### config.mk
export PLATFORM = sky130hd
export DESIGN_NAME = chr_bank_composer
export DESIGN_NICKNAME = d
export VERILOG_FILES = /design/src/rtl/chr_comp_pkg.sv /design/src/rtl/chr_latch.sv /design/src/rtl/chr_win_select.sv /design/src/rtl/chr_page_merge.sv /design/src/rtl/chr_bank_composer.sv
export SDC_FILE = /design/constraint.sdc
export NUM_CORES = 1
export LEC_CHECK = 0
export BUFFER_PORTS_ARGS = -buffer_cell sky130_fd_sc_hd__buf_4
export CAP_MARGIN = 20
export CORE_MARGIN = 5
export CORE_UTILIZATION = 26
export DETAILED_ROUTE_END_ITERATION = 16
export PLACE_DENSITY = 0.76
export SLEW_MARGIN = 10
export SYNTH_ARGS = -nofsm -noshare
export SYNTH_HDL_FRONTEND = slang
export SYNTH_SLANG_ARGS = --single-unit
### constraint.sdc
create_clock -name clk -period 1.55 [get_ports clk]
set_input_delay 0.155 -clock clk [delete_from_list [all_inputs] [get_ports clk]]
set_output_delay 0.155 -clock clk [all_outputs]
set_load 0.02 [all_outputs]
### src/rtl/chr_comp_pkg.sv
package chr_comp_pkg;

  typedef enum logic [1:0] {
    MODE_WHOLE8K = 2'd0,
    MODE_RAMWIN  = 2'd1,
    MODE_BASE    = 2'd2
  } chr_mode_e;

  // Whole-bank layout wins over RAM redirect, which wins over base layout.
  function automatic chr_mode_e pick_mode(input logic whole, input logic ram);
    if (whole)    return MODE_WHOLE8K;
    else if (ram) return MODE_RAMWIN;
    else          return MODE_BASE;
  endfunction

endpackage

### src/rtl/chr_latch.sv
module chr_latch #(
  parameter int LATCH_W = 2
) (
  input  logic               clk,
  input  logic               rst_n,
  input  logic               wr_i,
  input  logic               whole_i,
  input  logic               clr_i,
  input  logic [LATCH_W-1:0] data_i,
  output logic [LATCH_W-1:0] latch_o
);

  logic take;
  assign take = wr_i && whole_i;

  always_ff @(posedge clk or negedge rst_n) begin
    if (!rst_n)    latch_o <= '0;
    else if (take) latch_o <= clr_i ? '0 : data_i;
  end

  AST_LATCH_LOAD: assert property (@(posedge clk) disable iff (!rst_n)
    (wr_i && whole_i && !clr_i) |=> (latch_o == $past(data_i)));  // R2
  AST_LATCH_CLEAR: assert property (@(posedge clk) disable iff (!rst_n)
    (wr_i && whole_i && clr_i) |=> (latch_o == '0));  // R3
  AST_LATCH_KEEP: assert property (@(posedge clk) disable iff (!rst_n)
    !(wr_i && whole_i) |=> $stable(latch_o));  // R4

endmodule

### src/rtl/chr_win_select.sv
module chr_win_select #(
  parameter  int BANK_W   = 8,
  parameter  int WIN_BITS = 3,
  localparam int NWIN     = 1 << WIN_BITS,
  localparam int HALF     = NWIN / 2,
  localparam int NPAIR    = HALF / 2,
  localparam int NBANK    = NPAIR + HALF
) (
  input  logic [WIN_BITS-1:0]     ppu_win_i,
  input  logic                    swap_i,
  input  logic [NBANK*BANK_W-1:0] bank_flat_i,
  input  logic                    ovr_en_i,
  input  logic [HALF*BANK_W-1:0]  ovr_flat_i,
  output logic [BANK_W-1:0]       bank_o
);

  logic [WIN_BITS-1:0] win;
  logic [BANK_W-1:0]   std_tab [NWIN];
  logic [BANK_W-1:0]   ovr_tab [HALF];

  // Table inversion flips the top window bit.
  assign win = ppu_win_i ^ {swap_i, {(WIN_BITS-1){1'b0}}};

  generate
    for (genvar w = 0; w < NWIN; w++) begin : g_std
      if (w < HALF) begin : g_pair
        // 2 KB banks: even register value, low bit picks the half.
        assign std_tab[w] = {bank_flat_i[(w/2)*BANK_W + 1 +: BANK_W-1], (w % 2 == 1)};
      end else begin : g_single
        assign std_tab[w] = bank_flat_i[(w - HALF + NPAIR)*BANK_W +: BANK_W];
      end
    end
    for (genvar h = 0; h < HALF; h++) begin : g_ovr
      assign ovr_tab[h] = ovr_flat_i[h*BANK_W +: BANK_W];
    end
  endgenerate

  always_comb begin
    bank_o = std_tab[win];
    if (ovr_en_i && !win[WIN_BITS-1]) bank_o = ovr_tab[win[WIN_BITS-2:0]];
  end

endmodule

### src/rtl/chr_page_merge.sv
module chr_page_merge
  import chr_comp_pkg::*;
#(
  parameter  int BANK_W        = 8,
  parameter  int WIN_BITS      = 3,
  parameter  int LATCH_W       = 2,
  parameter  int RAM_PAGE_BITS = 3,
  parameter  int BASE_BITS     = 7,
  localparam int PAGE_W        = BANK_W + WIN_BITS
) (
  input  chr_mode_e           mode_i,
  input  logic [WIN_BITS-1:0] ppu_win_i,
  input  logic [BANK_W-1:0]   bank_i,
  input  logic [LATCH_W-1:0]  latch_i,
  input  logic [BANK_W-1:0]   outer_i,
  output logic [PAGE_W-1:0]   page_o,
  output logic                ram_sel_o
);

  logic [BANK_W-1:0] whole_bank;
  logic [PAGE_W-1:0] base_add;

  assign whole_bank = outer_i | {{(BANK_W-LATCH_W){1'b0}}, latch_i};
  assign base_add   = PAGE_W'(outer_i[BASE_BITS-1:0]) << WIN_BITS;

  always_comb begin
    page_o    = '0;
    ram_sel_o = 1'b0;
    case (mode_i)
      MODE_WHOLE8K: page_o = {whole_bank, ppu_win_i};
      MODE_RAMWIN: begin
        page_o    = PAGE_W'(bank_i[RAM_PAGE_BITS-1:0]);
        ram_sel_o = 1'b1;
      end
      default:      page_o = PAGE_W'(bank_i) | base_add;
    endcase
  end

endmodule

### src/rtl/chr_bank_composer.sv
module chr_bank_composer
  import chr_comp_pkg::*;
#(
  parameter  int BANK_W        = 8,
  parameter  int WIN_BITS      = 3,
  parameter  int LATCH_W       = 2,
  parameter  int RAM_PAGE_BITS = 3,
  parameter  int BASE_BITS     = 7,
  localparam int NWIN          = 1 << WIN_BITS,
  localparam int NBANK         = NWIN / 4 + NWIN / 2,
  localparam int PAGE_W        = BANK_W + WIN_BITS
) (
  input  logic                    clk,
  input  logic                    rst_n,
  input  logic [WIN_BITS-1:0]     ppu_win_i,
  input  logic [BANK_W-1:0]       mmc3_cmd_i,
  input  logic [NBANK*BANK_W-1:0] mmc3_bank_i,
  input  logic [BANK_W-1:0]       mode_reg_i,
  input  logic [BANK_W-1:0]       outer_reg_i,
  input  logic [BANK_W-1:0]       feat_reg_i,
  input  logic [BANK_W-1:0]       extra_a_i,
  input  logic [BANK_W-1:0]       extra_b_i,
  input  logic                    hi_wr_i,
  input  logic [BANK_W-1:0]       wr_data_i,
  output logic [PAGE_W-1:0]       chr_page_o,
  output logic                    chr_ram_sel_o
);

  chr_mode_e          mode;
  logic [LATCH_W-1:0] latch;
  logic [BANK_W-1:0]  win_bank;
  logic [4*BANK_W-1:0] ovr_flat;

  assign mode     = pick_mode(mode_reg_i[6], mode_reg_i[5]);
  // Override order over the four windows: R0, extra A, R1, extra B.
  assign ovr_flat = {extra_b_i, mmc3_bank_i[BANK_W +: BANK_W], extra_a_i, mmc3_bank_i[0 +: BANK_W]};

  chr_latch #(.LATCH_W(LATCH_W)) u_latch (
    .clk     (clk),
    .rst_n   (rst_n),
    .wr_i    (hi_wr_i),
    .whole_i (mode_reg_i[6]),
    .clr_i   (|mode_reg_i[5:4]),
    .data_i  (wr_data_i[LATCH_W-1:0]),
    .latch_o (latch)
  );

  chr_win_select #(.BANK_W(BANK_W), .WIN_BITS(WIN_BITS)) u_sel (
    .ppu_win_i   (ppu_win_i),
    .swap_i      (mmc3_cmd_i[7]),
    .bank_flat_i (mmc3_bank_i),
    .ovr_en_i    (feat_reg_i[1] && mode == MODE_BASE),
    .ovr_flat_i  (ovr_flat),
    .bank_o      (win_bank)
  );

  chr_page_merge #(
    .BANK_W(BANK_W), .WIN_BITS(WIN_BITS), .LATCH_W(LATCH_W),
    .RAM_PAGE_BITS(RAM_PAGE_BITS), .BASE_BITS(BASE_BITS)
  ) u_merge (
    .mode_i    (mode),
    .ppu_win_i (ppu_win_i),
    .bank_i    (win_bank),
    .latch_i   (latch),
    .outer_i   (outer_reg_i),
    .page_o    (chr_page_o),
    .ram_sel_o (chr_ram_sel_o)
  );

  AST_WHOLE_ROM: assert property (@(posedge clk) disable iff (!rst_n)
    mode_reg_i[6] |-> (!chr_ram_sel_o && chr_page_o[WIN_BITS-1:0] == ppu_win_i));  // R1
  AST_RAM_RANGE: assert property (@(posedge clk) disable iff (!rst_n)
    chr_ram_sel_o |-> (chr_page_o[PAGE_W-1:RAM_PAGE_BITS] == '0));  // R6
  AST_RAM_ONLY_REDIRECT: assert property (@(posedge clk) disable iff (!rst_n)
    chr_ram_sel_o |-> (!mode_reg_i[6] && mode_reg_i[5]));  // R6
  AST_BASE_FLOOR: assert property (@(posedge clk) disable iff (!rst_n)
    (!mode_reg_i[6] && !mode_reg_i[5]) |->
      ((chr_page_o[WIN_BITS +: BASE_BITS] & outer_reg_i[BASE_BITS-1:0]) == outer_reg_i[BASE_BITS-1:0]));  // R7
  AST_OVR_EXTRA_A: assert property (@(posedge clk) disable iff (!rst_n)
    (!mode_reg_i[6] && !mode_reg_i[5] && feat_reg_i[1] &&
     ppu_win_i == {mmc3_cmd_i[7], {(WIN_BITS-2){1'b0}}, 1'b1}) |->
      ((chr_page_o[BANK_W-1:0] & extra_a_i) == extra_a_i));  // R9

endmodule

==> results of run 1 <==
## area by class of cell
cell class | count | area, um2 | share of cell area
inverters | 2 | 7.51 | 0.00430
clock buffers | 3 | 22.5 | 0.0129
multi-input cells | 66 | 738 | 0.423
well taps | 33 | 41.3 | 0.0237
flip-flops and latches | 2 | 50.0 | 0.0287
repair buffers | 111 | 885 | 0.507
## through the flow
stage	setup slack [ns]	utilization	instance area (um2)	std cells
finish	-0.136	0.581	1740	217
global route	-0.192	0.581	1740	217
CTS	-0.155	0.569	1710	217
detailed placement	-0.187	0.542	1630	213
global placement	-0.165	0.542	1630	213
floorplan	-0.0993	-	811	75
## cells in the final DEF, fill, tap and decap left out, drive strengths merged, types with 3 or more instances in the layout
master,n
nand2,6
and2,3
a211oi,4
mux2,3
nor3,12
mux4,14
buf,110
clkbuf,3
a22o,3
nor2,3
o21ai,3
## what timing repair did
item / CTS / global route
hold buffers: 1 / 0
buffers inserted: 0 / 0
gates resized for setup: 17 / 8
cloned: 0 / 0
endpoints found under the hold margin: 2 / 0
pin swaps: 7 / 5
setup endpoints to repair: 8 / 8
## cell families (layout without fill, tap and decap cells)
logic type,count (synthesis),after routing,share of synthesized area
flops,2,2,0.0629
simple gates,28,28,0.179
xor+xnor,2,2,0.0220
compound gates,18,18,0.160
mux,18,18,0.503
buf+inv,7,116,0.0723
## synthesized netlist by cell type, types with 2 or more instances
master	n
a211oi_1	4
a21oi_1	2
a22o_1	3
and2_1	3
buf_6	4
dfrtp_1	2
inv_1	2
mux2_2	2
mux4_1	11
mux4_2	3
nand2_1	6
nor2_1	3
nor3_1	12
o21ai_0	3
## where the power goes
group          switching, mW  total (mW)  internal [mW]
Combinational          0.196       0.511          0.315
Clock                 0.0320       0.118         0.0855
Sequential           0.00306      0.0595         0.0564
## routing by layer
metal | GRT usage | vias to the layer above | routed length (um)
met2 | 0.314 | 73 | 1990
met4 | 0.0570 | 0 | 80
li1 | - | 542 | -
met1 | 0.193 | 544 | 1360
met3 | 0.0427 | 10 | 370
met5 | 0 | - | 0
## path summary, 6_finish.rpt
| kind | to | slack [ns] | cells past startpoint |
|---|---|---|---|
| setup / recovery | chr_page_o[2] | -0.14 | 6 |
| hold / removal | u_latch.latch_o[1] | 0.15 | 2 |
| setup reg to reg | u_latch.latch_o[0] | 0.82 | 1 |
| hold reg to reg | u_latch.latch_o[1] | 0.53 | 1 |
| max in group asynchronous | u_latch.latch_o[0] | 1.20 | 2 |
| min in group asynchronous | u_latch.latch_o[1] | 0.26 | 2 |
==> results.sh, run 1 <==
export IMPL_crit_arrival_ns=1.53
export IMPL_grt_pass1_wl_um=5660
export IMPL_num_antenna_cells=0
export IMPL_place_detailed_hpwl_um=3130
export IMPL_seq_area_frac_synth=0.0629
export IMPL_grt_use_total=0.172
export IMPL_path_max_fanout=2
export IMPL_endpoint_kind="output port"
export IMPL_drive_gt1_frac=0.728
export IMPL_synth_cells=75
export IMPL_syn2layout_area_growth_pct=119
export IMPL_place_gp_congestion=0.773
export IMPL_cts_buffer_depth=2
export IMPL_worst_pin_slew_ns=0.272
export IMPL_min_period_ns=1.69
export IMPL_coreArea_um2=3000
export IMPL_cts_tree="done"
export IMPL_drt_iter0_markers=36
export IMPL_status="finished with violations"
export IMPL_report_power_total_mw=0.688
export IMPL_routedWlPerCell_um=17.5
export IMPL_synth_edf_count=0
export IMPL_numCtsBuffers=3
export IMPL_timing_final_hold_violations=0
export IMPL_rsz0062_at_grt="true"
export IMPL_critical_path_class="in2out"
export IMPL_num_io_pins=122
export IMPL_io_buffers=96
export IMPL_max_clock_freq_ghz=0.593
export IMPL_n_fill_cell=286
export IMPL_die_area_um2=4270
export IMPL_synthesis_area_um2=796
export IMPL_ys_async_sr_fraction=1.00
export IMPL_hold_start="wr_data_i[1]"
export IMPL_cpPeakStageDelay_ns=0.32
export IMPL_viasPerCell=5.39
export IMPL_crit_chain="buf_6 -> and4bb_2 -> mux4_2 -> a211o_1 -> a22o_4 -> buf_6"
export IMPL_drt_pass1_iter_count=4
export IMPL_route_detailed_drc=0
export IMPL_mappedNetlistNets=185
export IMPL_die_x_um=65.3
export IMPL_vdd_ir_drop_max_uv=191
export IMPL_cp_startpoint="mode_reg_i[5]"
export IMPL_synth_seq_cells=2
export IMPL_violations="setup timing"
export IMPL_layout_nets=296
export IMPL_fin_skew_ns=0
export IMPL_synth_cell_types=29
export IMPL_ctsHtreeMaxLevel=1
export IMPL_grt_overflow_total=0
export IMPL_tns_ns=-0.413
export IMPL_p_per_area_nw_per_um2=395
export IMPL_clk_latency_ns=0.22
export IMPL_dieHeight_um=65.3
export IMPL_critPathBufInv=2
export IMPL_vias=1169
export IMPL_cts_root_buf="clkbuf_4"
export IMPL_crit_family="compound AO/OA/AOI/OAI gates"
export IMPL_setup_viol=6
export IMPL_fin_ws_ns=-0.136
export IMPL_wl_um=3800
export IMPL_initial_core_util=0.265
export IMPL_whs_ns=0.151
export IMPL_largest_reg_flops=2
export IMPL_cp_required_ns=1.39
export IMPL_slew_headroom=0.818
export IMPL_cap_viol_max_count=0
export IMPL_top_register="u_latch.latch_o"
export IMPL_worstHoldPathType="in2reg"
export IMPL_netlist_area_leader_share=0.363
export IMPL_path_common_cell="buf_6"
export IMPL_synthFlopType="dfrtp_1"
export IMPL_reg2reg_from="u_latch.latch_o[0]"
export IMPL_cts_num_sinks=2
export IMPL_ys_warn_count=0
export IMPL_path_clk_slew_ns=0.03
export IMPL_start_kind="input pin"
export IMPL_p_leak_nw=0.846
export IMPL_yosysTopAreaCell="mux4_1"
export IMPL_grt_max_degree=11
export IMPL_reg_largest_list="u_latch.latch_o (2)"
export IMPL_critPathSlowestCell="and4bb_2"
export IMPL_syn_avg_cell_area_um2=10.6
export IMPL_drv_slew=0
export IMPL_ant_nets=0
export IMPL_synth_area_top_cells="mux4_1 36%, mux4_2 8.5%, nor3_1 7.5%"
export IMPL_fin_crit_sh=1.09
export IMPL_antenna_found_initial=0
export IMPL_row_count=20
export IMPL_grt_pass1_vias=1285
(Power assumes the default switching activity.)
==> inputs of run 2 (changes only) <==
Settings changed: PLACE_DENSITY 0.76 to 0.87.
==> results.sh, run 2 (synthesis results as in run 1) <==
export IMPL_status="finished with violations"
export IMPL_violations="setup timing"
export IMPL_final_area_um2=1750
export IMPL_initial_core_util=0.265
export IMPL_vdd_ir_drop_max_uv=162
export IMPL_hold_start="wr_data_i[1]"
export IMPL_reg2reg_to="u_latch.latch_o[0]"
export IMPL_drive_gt1_frac=0.726
export IMPL_p_leak_nw=0.849
export IMPL_reg_largest_list="u_latch.latch_o (2)"
export IMPL_use_met2=0.291
export IMPL_slew_headroom=0.814
export IMPL_route_detailed_drc=0
export IMPL_fin_ws_ns=-0.135
export IMPL_worstHoldPathType="in2reg"
export IMPL_cts_buffer_depth=2
export IMPL_grtUsageMet3=0.0393
export IMPL_worst_pin_slew_ns=0.278
export IMPL_p_per_area_nw_per_um2=392
export IMPL_row_count=20
export IMPL_layout_nets=298
export IMPL_critPathCapture="chr_page_o[2]"
export IMPL_num_io_pins=122
export IMPL_timing_final_hold_violations=0
export IMPL_largest_reg_flops=2
export IMPL_crit_arrival_ns=1.53
export IMPL_fin_cells=219
export IMPL_io_buffers=96
export IMPL_vias=1158
export IMPL_fin_skew_ns=0
export IMPL_ant_nets=0
export IMPL_tns_ns=-0.508
export IMPL_use_met1=0.201
export IMPL_placed_cell_area_um2=1610
export IMPL_rsz0062_at_grt="true"
export IMPL_endpoint_kind="output port"
export IMPL_routedWlPerCell_um=17.0
export IMPL_grt_max_degree=10
export IMPL_dp_cells=211
export IMPL_grt_busiest_layer="met2"
export IMPL_die_x_um=65.3
export IMPL_coreArea_um2=3000
export IMPL_drv_slew=0
export IMPL_numCtsBuffers=3
export IMPL_start_kind="input pin"
export IMPL_grt_pass1_vias=1237
export IMPL_cts_tree="done"
export IMPL_top_register="u_latch.latch_o"
export IMPL_mostFrequentLayoutCell="buf_4"
export IMPL_antenna_found_initial=0
export IMPL_path_max_fanout=2
export IMPL_fin_crit_sh=1.09
export IMPL_drt_iter0_markers=34
export IMPL_cts_root_buf="clkbuf_4"
export IMPL_path_clk_slew_ns=0.03
export IMPL_place_detailed_hpwl_um=3020
export IMPL_ff2ff_path_depth=1
export IMPL_ctsHtreeMaxLevel=1
export IMPL_clk_latency_ns=0.23
export IMPL_whs_ns=0.148
export IMPL_cap_viol_max_count=0
export IMPL_syn2layout_area_growth_pct=120
export IMPL_cp_startpoint="mode_reg_i[5]"
export IMPL_final_cell_mix="102 x buf_4, 9 x nor3_1, 7 x mux4_2, 7 x mux4_1, 7 x buf_6"
export IMPL_reg2reg_setup_slack_ns=0.85
export IMPL_grt_use_total=0.167
export IMPL_grt_pass1_wl_um=5500
export IMPL_min_period_ns=1.68
export IMPL_setup_viol=7
export IMPL_dieHeight_um=65.3
export IMPL_place_gp_congestion=0.791
export IMPL_num_antenna_cells=0
export IMPL_viasPerCell=5.29
export IMPL_max_clock_freq_ghz=0.594
export IMPL_cp_required_ns=1.39
export IMPL_report_power_total_mw=0.687
export IMPL_grt_overflow_total=0
export IMPL_critical_path_class="in2out"
export IMPL_cts_num_sinks=2
export IMPL_reg2reg_from="u_latch.latch_o[0]"
export IMPL_drt_pass1_iter_count=4
export IMPL_die_area_um2=4270
export IMPL_wl_um=3730
==> run 2: final cells by class <==
type / count / area, um2
Multi-Input combinational cell: 66 / 722
Sequential cell: 2 / 50.0
Timing Repair Buffer: 113 / 910
Inverter: 2 / 7.51
Clock buffer: 3 / 22.5
Tap cell: 33 / 41.3
Fill cell: 259 / 1250
==> run 2: power breakdown <==
group / switching (mW) / internal (mW) / leakage, nW / total [mW]
Sequential: 0.00255 / 0.0564 / 0.0270 / 0.0589
Clock: 0.0330 / 0.0857 / 0.0138 / 0.119
Combinational: 0.192 / 0.318 / 0.808 / 0.510
==> run 2: repair_timing <==
item                                    4_1_cts  5_1_grt
endpoints found under the hold margin         2        0
hold buffers                                  1        0
gates resized for setup                      14        9
endpoints found under the setup margin        8        8
setup buffers                                 2        2
pin swaps                                     6        5
==> run 2: worst min path at each step <==
stage / endpoint / slack, ns / depth (start not counted)
final: u_latch.latch_o[1] / 0.15 / 2
after global routing: u_latch.latch_o[0] / 0.15 / 2
after CTS: u_latch.latch_o[1] / 0.14 / 2
after detailed placement: u_latch.latch_o[0] / -0.06 / 1
after global placement: u_latch.latch_o[1] / -0.06 / 1
after floorplan: u_latch.latch_o[0] / -0.14 / 0
==> run 2: through the flow <==
step | setup WS [ns] | util
floorplan | -0.0993 | -
global placement | -0.183 | 0.537
detailed placement | -0.204 | 0.537
CTS | -0.144 | 0.569
global route | -0.169 | 0.584
finish | -0.135 | 0.584
==> run 2: routing by layer <==
| layer | up-vias | part of all wire |
|---|---|---|
| met1 | 544 | 0.39 |
| li1 | 549 | - |
| met4 | 0 | 0.011 |
| met3 | 4 | 0.090 |
| met2 | 61 | 0.51 |
| met5 | - | 0 |
==> run 2: critical path: stages <==
cell and delay, ns:
buf_6 0.09, and4bb_2 0.32, mux4_2 0.31, a211o_1 0.28, a22o_4 0.25, buf_6 0.13
